### src/rtl/otg_role_pkg.sv
package otg_role_pkg;

  typedef enum logic [3:0] {
    ST_UNDEF    = 4'd0,
    ST_B_IDLE   = 4'd1,
    ST_B_SRP    = 4'd2,
    ST_B_PERIPH = 4'd3,
    ST_B_WAITA  = 4'd4,
    ST_B_HOST   = 4'd5,
    ST_A_IDLE   = 4'd6,
    ST_A_VRISE  = 4'd7,
    ST_A_BCON   = 4'd8,
    ST_A_HOST   = 4'd9,
    ST_A_SUSP   = 4'd10,
    ST_A_PERIPH = 4'd11,
    ST_A_VFALL  = 4'd12,
    ST_A_VERR   = 4'd13
  } roleState_e;

  // synchronised inputs; idS must stay the most significant field
  typedef struct packed {
    logic idS;
    logic bSessS;
    logic aVbusS;
    logic aSessS;
    logic connS;
    logic srpS;
    logic dropS;
    logic reqS;
    logic clrS;
    logic tickS;
  } syncIn_t;

  // entry-action strobes from control to datapath
  typedef struct packed {
    logic vbusSet;
    logic vbusClr;
    logic hostSet;
    logic hostClr;
    logic periphSet;
    logic periphClr;
    logic defASet;
    logic defAClr;
    logic timerStart;
    logic timerStop;
    logic reqClr;
    logic errClr;
    logic connClr;
  } strobe_t;

endpackage

### src/rtl/otg_role_sync.sv
module otg_role_sync #(
  parameter int WIDTH = 8,
  parameter int STAGES = 2,
  parameter logic [WIDTH-1:0] RST_VAL = '0
) (
  input  logic             clk,
  input  logic             rstN,
  input  logic [WIDTH-1:0] din,
  output logic [WIDTH-1:0] dout
);

  logic [WIDTH-1:0] pipe [STAGES];

  for (genvar s = 0; s < STAGES; s++) begin : g_stage
    always_ff @(posedge clk or negedge rstN) begin
      if (!rstN) begin
        pipe[s] <= RST_VAL;
      end else if (s == 0) begin
        pipe[s] <= din;
      end else begin
        pipe[s] <= pipe[(s == 0) ? 0 : s-1];
      end
    end
  end

  assign dout = pipe[STAGES-1];

endmodule

### src/rtl/otg_role_fsm.sv
module otg_role_fsm
  import otg_role_pkg::*;
(
  input  logic       clk,
  input  logic       rstN,
  input  logic       idS,
  input  logic       bSessS,
  input  logic       aVbusS,
  input  logic       aSessS,
  input  logic       srpS,
  input  logic       dropS,
  input  logic       busReq,
  input  logic       clrErr,
  input  logic       bConn,
  input  logic       timedOut,
  output roleState_e state,
  output strobe_t    stb
);

  roleState_e stateD;
  strobe_t    exitStb;

  // transition table, one step per cycle
  always_comb begin
    stateD  = state;
    exitStb = '0;
    unique case (state)
      ST_UNDEF, ST_B_IDLE: begin
        if (!idS)        stateD = ST_A_IDLE;
        else if (bSessS) stateD = ST_B_PERIPH;
        else             stateD = ST_B_IDLE;
      end
      ST_B_PERIPH: if (!bSessS || !idS) stateD = ST_B_IDLE;
      ST_A_IDLE: begin
        if (idS)                             stateD = ST_B_IDLE;
        else if (!dropS && (busReq || srpS)) stateD = ST_A_VRISE;
      end
      ST_A_VRISE: if (aVbusS) stateD = ST_A_BCON;
      ST_A_BCON: begin
        if (idS || dropS || timedOut) begin
          stateD = ST_A_VFALL;
          exitStb.reqClr = 1'b1;
        end else if (!aVbusS) begin
          stateD = ST_A_VERR;
        end else if (bConn) begin
          stateD = ST_A_HOST;
        end
        exitStb.timerStop = (stateD != ST_A_BCON);
      end
      ST_A_HOST: begin
        if (idS || !bConn || dropS) stateD = ST_A_BCON;
        else if (!aVbusS)           stateD = ST_A_VERR;
      end
      ST_A_VFALL: if (idS || busReq || (!bConn && aSessS)) stateD = ST_A_IDLE;
      ST_A_VERR: begin
        if (idS || clrErr || dropS) begin
          stateD = ST_A_VFALL;
          exitStb.errClr = 1'b1;
        end
      end
      default: stateD = ST_B_IDLE;
    endcase
  end

  // entry actions
  always_comb begin
    stb = exitStb;
    if (stateD != state) begin
      unique case (stateD)
        ST_B_IDLE: begin
          stb.defAClr   = 1'b1;
          stb.periphClr = (state == ST_B_PERIPH);
        end
        ST_B_PERIPH: stb.periphSet = 1'b1;
        ST_A_IDLE: begin
          stb.defASet = 1'b1;
          stb.hostClr = (state == ST_A_VFALL);
        end
        ST_A_VRISE: stb.vbusSet = 1'b1;
        ST_A_BCON: begin
          stb.hostSet    = (state != ST_A_HOST);
          stb.timerStart = 1'b1;
        end
        ST_A_VFALL: begin
          stb.connClr = 1'b1;
          stb.vbusClr = 1'b1;
        end
        default: ;
      endcase
    end
  end

  always_ff @(posedge clk or negedge rstN) begin
    if (!rstN) state <= ST_UNDEF;
    else       state <= stateD;
  end

  assert_legal_state_R1: assert property (@(posedge clk) disable iff (!rstN)
    state inside {ST_UNDEF, ST_B_IDLE, ST_B_PERIPH, ST_A_IDLE, ST_A_VRISE,
                  ST_A_BCON, ST_A_HOST, ST_A_VFALL, ST_A_VERR});

  assert_bcon_drop_wins_R5: assert property (@(posedge clk) disable iff (!rstN)
    (state == ST_A_BCON && dropS) |=> (state == ST_A_VFALL));

  assert_host_leaves_R7: assert property (@(posedge clk) disable iff (!rstN)
    (state == ST_A_HOST && (idS || dropS)) |=> (state == ST_A_BCON));

  assert_verr_holds_R9: assert property (@(posedge clk) disable iff (!rstN)
    (state == ST_A_VERR && !idS && !clrErr && !dropS) |=> (state == ST_A_VERR));

endmodule

### src/rtl/otg_role_dp.sv
module otg_role_dp
  import otg_role_pkg::*;
#(
  parameter int TIMEOUT_TICKS = 2000
) (
  input  logic    clk,
  input  logic    rstN,
  input  strobe_t stb,
  input  logic    connS,
  input  logic    dropS,
  input  logic    reqS,
  input  logic    clrS,
  input  logic    tickS,
  output logic    vbusOn,
  output logic    hostEn,
  output logic    periphEn,
  output logic    defaultA,
  output logic    busReq,
  output logic    clrErr,
  output logic    bConn,
  output logic    timedOut
);

  localparam int CNT_W = (TIMEOUT_TICKS > 1) ? $clog2(TIMEOUT_TICKS) : 1;
  localparam logic [CNT_W-1:0] LAST_CNT = CNT_W'(TIMEOUT_TICKS - 1);

  logic             connPrev;
  logic             timerRun;
  logic [CNT_W-1:0] tickCnt;

  always_ff @(posedge clk or negedge rstN) begin
    if (!rstN) begin
      vbusOn   <= 1'b0;
      hostEn   <= 1'b0;
      periphEn <= 1'b0;
      defaultA <= 1'b0;
    end else begin
      if (stb.vbusSet)   vbusOn   <= 1'b1;
      if (stb.vbusClr)   vbusOn   <= 1'b0;
      if (stb.hostSet)   hostEn   <= 1'b1;
      if (stb.hostClr)   hostEn   <= 1'b0;
      if (stb.periphSet) periphEn <= 1'b1;
      if (stb.periphClr) periphEn <= 1'b0;
      if (stb.defASet)   defaultA <= 1'b1;
      if (stb.defAClr)   defaultA <= 1'b0;
    end
  end

  // request latches and the edge-set connected flag
  always_ff @(posedge clk or negedge rstN) begin
    if (!rstN) begin
      busReq   <= 1'b0;
      clrErr   <= 1'b0;
      bConn    <= 1'b0;
      connPrev <= 1'b0;
    end else begin
      connPrev <= connS;
      if (stb.reqClr || dropS) busReq <= 1'b0;
      else if (reqS)           busReq <= 1'b1;
      if (stb.errClr)            clrErr <= 1'b0;
      else if (clrS && defaultA) clrErr <= 1'b1;
      if (stb.connClr || !connS)  bConn <= 1'b0;
      else if (connS && !connPrev) bConn <= 1'b1;
    end
  end

  // connect-wait timer, counts ticks only
  always_ff @(posedge clk or negedge rstN) begin
    if (!rstN) begin
      timerRun <= 1'b0;
      timedOut <= 1'b0;
      tickCnt  <= '0;
    end else if (stb.timerStart) begin
      timerRun <= 1'b1;
      timedOut <= 1'b0;
      tickCnt  <= '0;
    end else if (stb.timerStop) begin
      timerRun <= 1'b0;
      timedOut <= 1'b0;
      tickCnt  <= '0;
    end else if (timerRun && tickS && !timedOut) begin
      if (tickCnt == LAST_CNT) timedOut <= 1'b1;
      else                     tickCnt  <= tickCnt + 1'b1;
    end
  end

  assert_expiry_needs_run_R6: assert property (@(posedge clk) disable iff (!rstN)
    timedOut |-> timerRun);

  assert_req_dropped_R11: assert property (@(posedge clk) disable iff (!rstN)
    dropS |=> !busReq);

endmodule

### src/rtl/otg_role_ctrl.sv
module otg_role_ctrl
  import otg_role_pkg::*;
#(
  parameter int TIMEOUT_TICKS = 2000,
  parameter int SYNC_STAGES   = 2
) (
  input  logic       clk,
  input  logic       rstN,
  input  logic       idPin,
  input  logic       bSessValid,
  input  logic       aVbusValid,
  input  logic       aSessValid,
  input  logic       connDetect,
  input  logic       srpDetect,
  input  logic       busDrop,
  input  logic       busReqPulse,
  input  logic       clrErrPulse,
  input  logic       tick10ms,
  output logic       vbusOn,
  output logic       hostEn,
  output logic       periphEn,
  output logic       defaultA,
  output logic [3:0] roleState
);

  localparam int SIN_W = $bits(syncIn_t);
  localparam logic [SIN_W-1:0] SYNC_RST = {1'b1, {(SIN_W-1){1'b0}}};

  logic [SIN_W-1:0] rawIn;
  logic [SIN_W-1:0] syncVec;
  syncIn_t          sIn;
  strobe_t          stb;
  roleState_e       state;
  logic             busReq, clrErr, bConn, timedOut;

  assign rawIn = {idPin, bSessValid, aVbusValid, aSessValid, connDetect,
                  srpDetect, busDrop, busReqPulse, clrErrPulse, tick10ms};

  otg_role_sync #(.WIDTH(SIN_W), .STAGES(SYNC_STAGES), .RST_VAL(SYNC_RST)) sync_i (
    .clk(clk), .rstN(rstN), .din(rawIn), .dout(syncVec)
  );

  assign sIn = syncIn_t'(syncVec);

  otg_role_fsm fsm_i (
    .clk(clk), .rstN(rstN),
    .idS(sIn.idS), .bSessS(sIn.bSessS), .aVbusS(sIn.aVbusS), .aSessS(sIn.aSessS),
    .srpS(sIn.srpS), .dropS(sIn.dropS),
    .busReq(busReq), .clrErr(clrErr), .bConn(bConn), .timedOut(timedOut),
    .state(state), .stb(stb)
  );

  otg_role_dp #(.TIMEOUT_TICKS(TIMEOUT_TICKS)) dp_i (
    .clk(clk), .rstN(rstN), .stb(stb),
    .connS(sIn.connS), .dropS(sIn.dropS), .reqS(sIn.reqS), .clrS(sIn.clrS),
    .tickS(sIn.tickS),
    .vbusOn(vbusOn), .hostEn(hostEn), .periphEn(periphEn), .defaultA(defaultA),
    .busReq(busReq), .clrErr(clrErr), .bConn(bConn), .timedOut(timedOut)
  );

  assign roleState = state;

  assert_engines_exclusive_R10: assert property (@(posedge clk) disable iff (!rstN)
    !(hostEn && periphEn));

  assert_periph_tracks_R2: assert property (@(posedge clk) disable iff (!rstN)
    periphEn == (state == ST_B_PERIPH));

  assert_vbus_off_idle_R3: assert property (@(posedge clk) disable iff (!rstN)
    (state inside {ST_UNDEF, ST_B_IDLE, ST_B_PERIPH, ST_A_IDLE}) |-> !vbusOn);

endmodule

### config.mk
export PLATFORM = sky130hd
export DESIGN_NAME = otg_role_ctrl
export DESIGN_NICKNAME = d
export VERILOG_FILES = /design/src/rtl/otg_role_pkg.sv /design/src/rtl/otg_role_sync.sv /design/src/rtl/otg_role_fsm.sv /design/src/rtl/otg_role_dp.sv /design/src/rtl/otg_role_ctrl.sv
export SDC_FILE = /design/constraint.sdc
export NUM_CORES = 1
export LEC_CHECK = 0
export CAP_MARGIN = 0
export CELL_PAD_IN_SITES_DETAIL_PLACEMENT = 1
export CELL_PAD_IN_SITES_GLOBAL_PLACEMENT = 2
export CORE_MARGIN = 3
export CORE_UTILIZATION = 43
export CTS_BUF_LIST = sky130_fd_sc_hd__clkbuf_8
export DETAILED_ROUTE_END_ITERATION = 7
export DONT_BUFFER_PORTS = 1
export GPL_TIMING_DRIVEN = 0
export PLACE_DENSITY = 0.92
export SYNTH_ARGS = -nofsm -noshare
export SYNTH_HDL_FRONTEND = slang
export SYNTH_HIERARCHICAL = 1
export SYNTH_SLANG_ARGS = --single-unit
### constraint.sdc
create_clock -name clk -period 3 [get_ports clk]
set_input_delay 0.45 -clock clk [delete_from_list [all_inputs] [get_ports clk]]
set_output_delay 0.45 -clock clk [all_outputs]
set_load 0.01 [all_outputs]
# Word level (Yosys, flattened, before mapping)
# Index checks and enable logic that the tools add are counted.
# totals
reg_bits	45
latch_bits	0
mem_bits_rw	0
mem_bits_ro	0
inputBits	12
mem_count	0
# op_classes
add_sub_neg	1
mul	0
div	0
magnitude_cmp	0
n_eq_ne	19
shift	0
mux	54
n_bitwise	0
n_reduce_logical	39
# ops
op	n
$mux W4	13
$mux W11	4
$mux W1	33
$pmux W4 S8	1
$eq A4 B4 Y1 const B	6
$eq A4 B3 Y1 const B	4
$reduce_bool A2 Y1	8
$logic_or A1 B1 Y1	12
$add A11 B1 Y11 const B	1
$eq A11 B11 Y1 const B	1
$mux W9	1
$eq A4 B1 Y1 const B	2
$eq A4 B2 Y1 const B	2
$ne A4 B4 Y1 const B	2
$logic_not A1 Y1	7
$logic_and A1 B1 Y1	6
$reduce_bool A3 Y1	2
$logic_not A4 Y1	1
$mux W2	2
$ne A4 B4 Y1	1
$reduce_and A2 Y1	2
$ne A3 B1 Y1 const B	1
$reduce_or A2 Y1	1

# Depth between registers and ports, before layout
# Gate-level depths: netlist of run 1.
# logic_depth
depth_word	10
depth_mapped	11
depth_no_buf	9

# By module
# Netlist of run 1, hierarchy kept.
# by_module_without_submodules
mod	instances	cells_per_inst	area_each_um2	seq_area_each_um2
otg_role_dp	1	91	947.2	525.5
otg_role_sync	1	30	578.1	503.0
otg_role_fsm	1	71	520.5	100.1

# Least setup slack after synthesis of run 1
# OpenSTA, ideal clock, no wires.
# synth_timing
kind	register to register
from	register sync_i.pipe (netlist bit sync_i/dout[9])
to	register dp_i.tickCnt[2]
setup_ns	0.120
arrival_ns	2.311
t_required_ns	2.880
slack_ns	0.568
path_stages_with_launch	12
n_path_buf	3
path_cell_list	dfstp_2 -> buf_4 -> buf_6 -> or3b_4 -> nor3_1 -> or3_1 -> a221o_2 -> nor3_2 -> or2_2 -> buf_4 -> nor2_1 -> a31o_2
# synth_lines
item	line	text
start: declaration	otg_role_sync.sv:12	logic [WIDTH-1:0] pipe [STAGES];
start signal: indexed assignment	otg_role_sync.sv:19	pipe[s] <= din;
start signal: indexed assignment	otg_role_sync.sv:21	pipe[s] <= pipe[(s == 0) ? 0 : s-1];
end signal: assignment	otg_role_dp.sv:83	else tickCnt <= tickCnt + 1'b1;
end: declaration	otg_role_dp.sv:29	logic [CNT_W-1:0] tickCnt;

==> flow_summary.ini, run 1 <==
[run_status]
status = finished, final reports clean

[clock_tree]
post_cts_buffers = 0
htree_levels = 2
hold_buffers = 2
clk_path_buf_depth = 2
clkSlewWorstSetupHoldPaths_ps = 90
numCtsBuffers = 5
cts_sinks = 45
clk_latency_ps = 300
cts-root-buf = clkbuf_8
cts_resized = 0
cts_tree = yes

[final_layout]
fill_cells = 494
syn_to_final_growth_pct = 10.7
drive_above_1_share_pct = 20.3
fin_cells = 254
antenna_cells_inserted = 0
layout.nets = 214
multiInputGateArea_sq_um = 779
register_area_sq_um = 1130

[power_and_ir_drop]
p_seq_share_pct = 42.9
switching_share_pct = 37.2
power_switching_w = 0.000710
vdd_ir_drop_max_uv = 392
intPower_w = 0.00120
combPwrFrac_pct = 32.1
p_leak_nw = 0.985
clockPowerShare_pct = 25.0
power_density_nw_per_um2 = 843

[setup_path]
worst_ep_arrival_time_ps = 2860
reg2reg_slack_ps = 330
critical_path.max_fanout = 10
timing.rr.start = sync_i/dout[9]$_DFF_PN1_
rr_worst_depth = 11
endpoint_kind = flop
setup.worst_path.class = reg2reg
r2r-end = dp_i/tickCnt[2]$_DFFE_PN0P_
required_ps = 3200
critPathLaunchType = flop

[sta]
period_share_pct = 88.9
worst_pin_slew_ps = 664
fmax_mhz = 375
setup_violations = 0
setup-tns-final_ps = 0
hold_viol = 0
relSlewSlack_pct = 55.3
slew_viol_final = 0
period_minus_slack_ps = 2670
rsz0062_at_grt = false
finClkSkew_ps = 7.88

[synthesis]
synth_xor_xnor_area_share_pct = 3.43
synthMuxAreaShare_pct = 0.979
synth_area_per_cell_sq_um = 10.7
synth_compound_area_share_pct = 10.0
synthAdderAreaFrac_pct = 0.612
yosysTopAreaCell = dfrtp_1
syn_inst = 192
yosysSeqAreaShare_pct = 55.2
yosys_warnings = 6
synth_top_family_by_area = simple AND/OR/NAND/NOR gates
ys_top_cells_by_area = dfrtp_1, nor2_1, buf_4, xnor2_1, nand2_1
synth-seq-cells = 45
syn_nets = 205
synth_area_sq_um = 2050
yosys.cell_types.count = 46
synth_top_area_share_pct = 52.6
yosys.area_share.simple_pct = 23.1

[routing]
first_pass_iters = 4
dr_wl_met2_um = 1890
wl_met3_um = 181
wl_per_cell_um = 16.8
wl_met1_um = 2130
num_vias = 1430
drt_iter0_markers = 86
drtAntennaViolNets = 0
drt_wl_total_um = 4260
top_layer = met4
drc = 0
routed_via_density = 5.63

[min_path]
hold_end = sync_i/pipe[19]$_DFF_PN1_
min_path_type = in2reg
whs_path_depth = 0
hp-start = idPin

[place]
gp_congestion = 0.903
dpl.cell_count = 244
port_buffers = 0
dp_hpwl_um = 2870

[global_route]
grt_antenna_before_repair = 0
grt_pass1_wl_um = 7150
grt-ovfl-total = 0
grtUsageTotal_pct = 17.0
grt_max_degree = 46
grt_pass1_vias = 1483

[floorplan]
io_pins = 20
fp.dieH_um = 75.0
core_area_sq_um = 4470
initial_core_util_pct = 45.7
dieArea_sq_um = 5620
num_rows = 24
die_w_um = 75.0

[flow_run]
drv_cap = 0
## power groups by stage
stage               clock network (W)  registers (W)  logic (W)
finish                       0.000476       0.000820   0.000613
global route                 0.000524       0.000837   0.000685
floorplan                           0       0.000801   0.000467
CTS                          0.000493       0.000819   0.000609
global placement                    0       0.000820   0.000559
detailed placement                  0       0.000830   0.000587
## area by class of cell
type	count	share of cell area [%]
sequential	45	49.8
multi-input combinational	127	34.4
buffer	17	5.58
clock buffer	5	3.04
tap	52	2.87
clock inverter	3	2.10
timing repair buffer	2	1.66
inverter	3	0.497
## routing by layer
layer / vias to the layer above / GRT usage (%)
met4: 0 / 6.13
met1: 724 / 23.0
met2: 30 / 26.1
li1: 670 / -
met3: 6 / 4.81
met5: - / 0
## cell families after synthesis
| logic type | Yosys count |
|---|---|
| xor+xnor | 8 |
| buf+inv | 20 |
| flops | 45 |
| fa+ha+maj | 1 |
| mux | 2 |
| compound gates | 27 |
| simple gates | 89 |
## stage by stage
step | worst slack [ps] | cell area [sq um] | util (%) | hold slack (ps) | power (W)
global placement | 413 | 2110 | 47.2 | 155 | 0.00138
floorplan | 568 | 2050 | - | 154 | 0.00127
CTS | 318 | 2260 | 50.6 | 124 | 0.00192
detailed placement | 350 | 2110 | 47.2 | 155 | 0.00142
global route | 164 | 2260 | 50.6 | 103 | 0.00205
finish | 334 | 2260 | 50.6 | 140 | 0.00191
## worst max-delay path by stage
| stage | start | endpoint | slack [ps] | cells past startpoint |
|---|---|---|---|---|
| finish | sync_i/dout[9]$_DFF_PN1_ | dp_i/tickCnt[2]$_DFFE_PN0P_ | 330 | 11 |
| global route | sync_i/dout[9]$_DFF_PN1_ | dp_i/tickCnt[2]$_DFFE_PN0P_ | 160 | 11 |
| CTS | sync_i/dout[9]$_DFF_PN1_ | dp_i/tickCnt[2]$_DFFE_PN0P_ | 320 | 11 |
| detailed placement | sync_i/dout[9]$_DFF_PN1_ | dp_i/tickCnt[2]$_DFFE_PN0P_ | 350 | 11 |
| global placement | sync_i/dout[9]$_DFF_PN1_ | dp_i/tickCnt[2]$_DFFE_PN0P_ | 410 | 11 |
| floorplan | sync_i/dout[9]$_DFF_PN1_ | dp_i/tickCnt[2]$_DFFE_PN0P_ | 570 | 11 |
## Yosys cell counts (all sizes together)
cell type  number
o31ai           2
a31o            1
nand3           5
a221o           1
nand2b          1
or3b            1
nor3b           3
or2             2
nor3            7
a21oi           6
nor4            5
buf            17
nor2b           6
and3            1
a21boi          1
o21bai          1
and2b           1
xnor2           8
o21ai           3
a31oi           1
ha              1
a41oi           1
a211o           1
inv             3
o31a            1
nand2          15
a211oi          4
dfstp           2
a21o            1
mux2i           2
nor2           32
dfrtp          43
nand4           4
o22ai           2
or3             3
nand3b          1
a32oi           1
and2            1
and4            1
## sequential cells by signal, indices dropped and copies added (netlist names)
signal and cells:
dp_i/vbusOn 1, dp_i/periphEn 1, dp_i/tickCnt 11, sync_i/dout 10, dp_i/hostEn 1, sync_i/pipe 10, fsm_i/state 4, dp_i/timedOut 1
dp_i/timerRun 1, dp_i/connPrev 1, dp_i/bConn 1, dp_i/busReq 1, dp_i/clrErr 1, dp_i/defaultA 1
## worst max-delay path, cell delays in order, from the launching register on
cell	delay (ps)
dfstp_2	520
buf_4	100
buf_6	120
or3b_4	140
nor3_1	40
or3_1	320
a221o_2	440
nor3_2	270
or2_2	160
buf_4	160
nor2_1	50
a31o_2	240
## cell usage in the layout (no fill, tap or decap), types with 2 or more instances in the layout
cell type and count:
dfstp_2 2, nor3b_1 2, nor4_1 5, nand3_1 4, a21oi_1 6, nor2b_1 6, dfrtp_1 43, nand4_1 4
nor3_1 5, buf_2 2, o21ai_0 3, nand2_1 15, inv_1 3, clkbuf_8 5, nor3_2 2, or3_1 3
nor2_1 32, xnor2_1 8, inv_6 2, mux2i_1 2, a211oi_1 3, o31ai_1 2, o22ai_1 2, buf_4 14
Power figures use the tool's default switching activity.
==> run 2, diff against run 1 <==
Settings changed: TNS_END_PERCENT from default to 100.
==> results of run 2 <==
Final layout, timing and power as in run 1 (identical DEF).
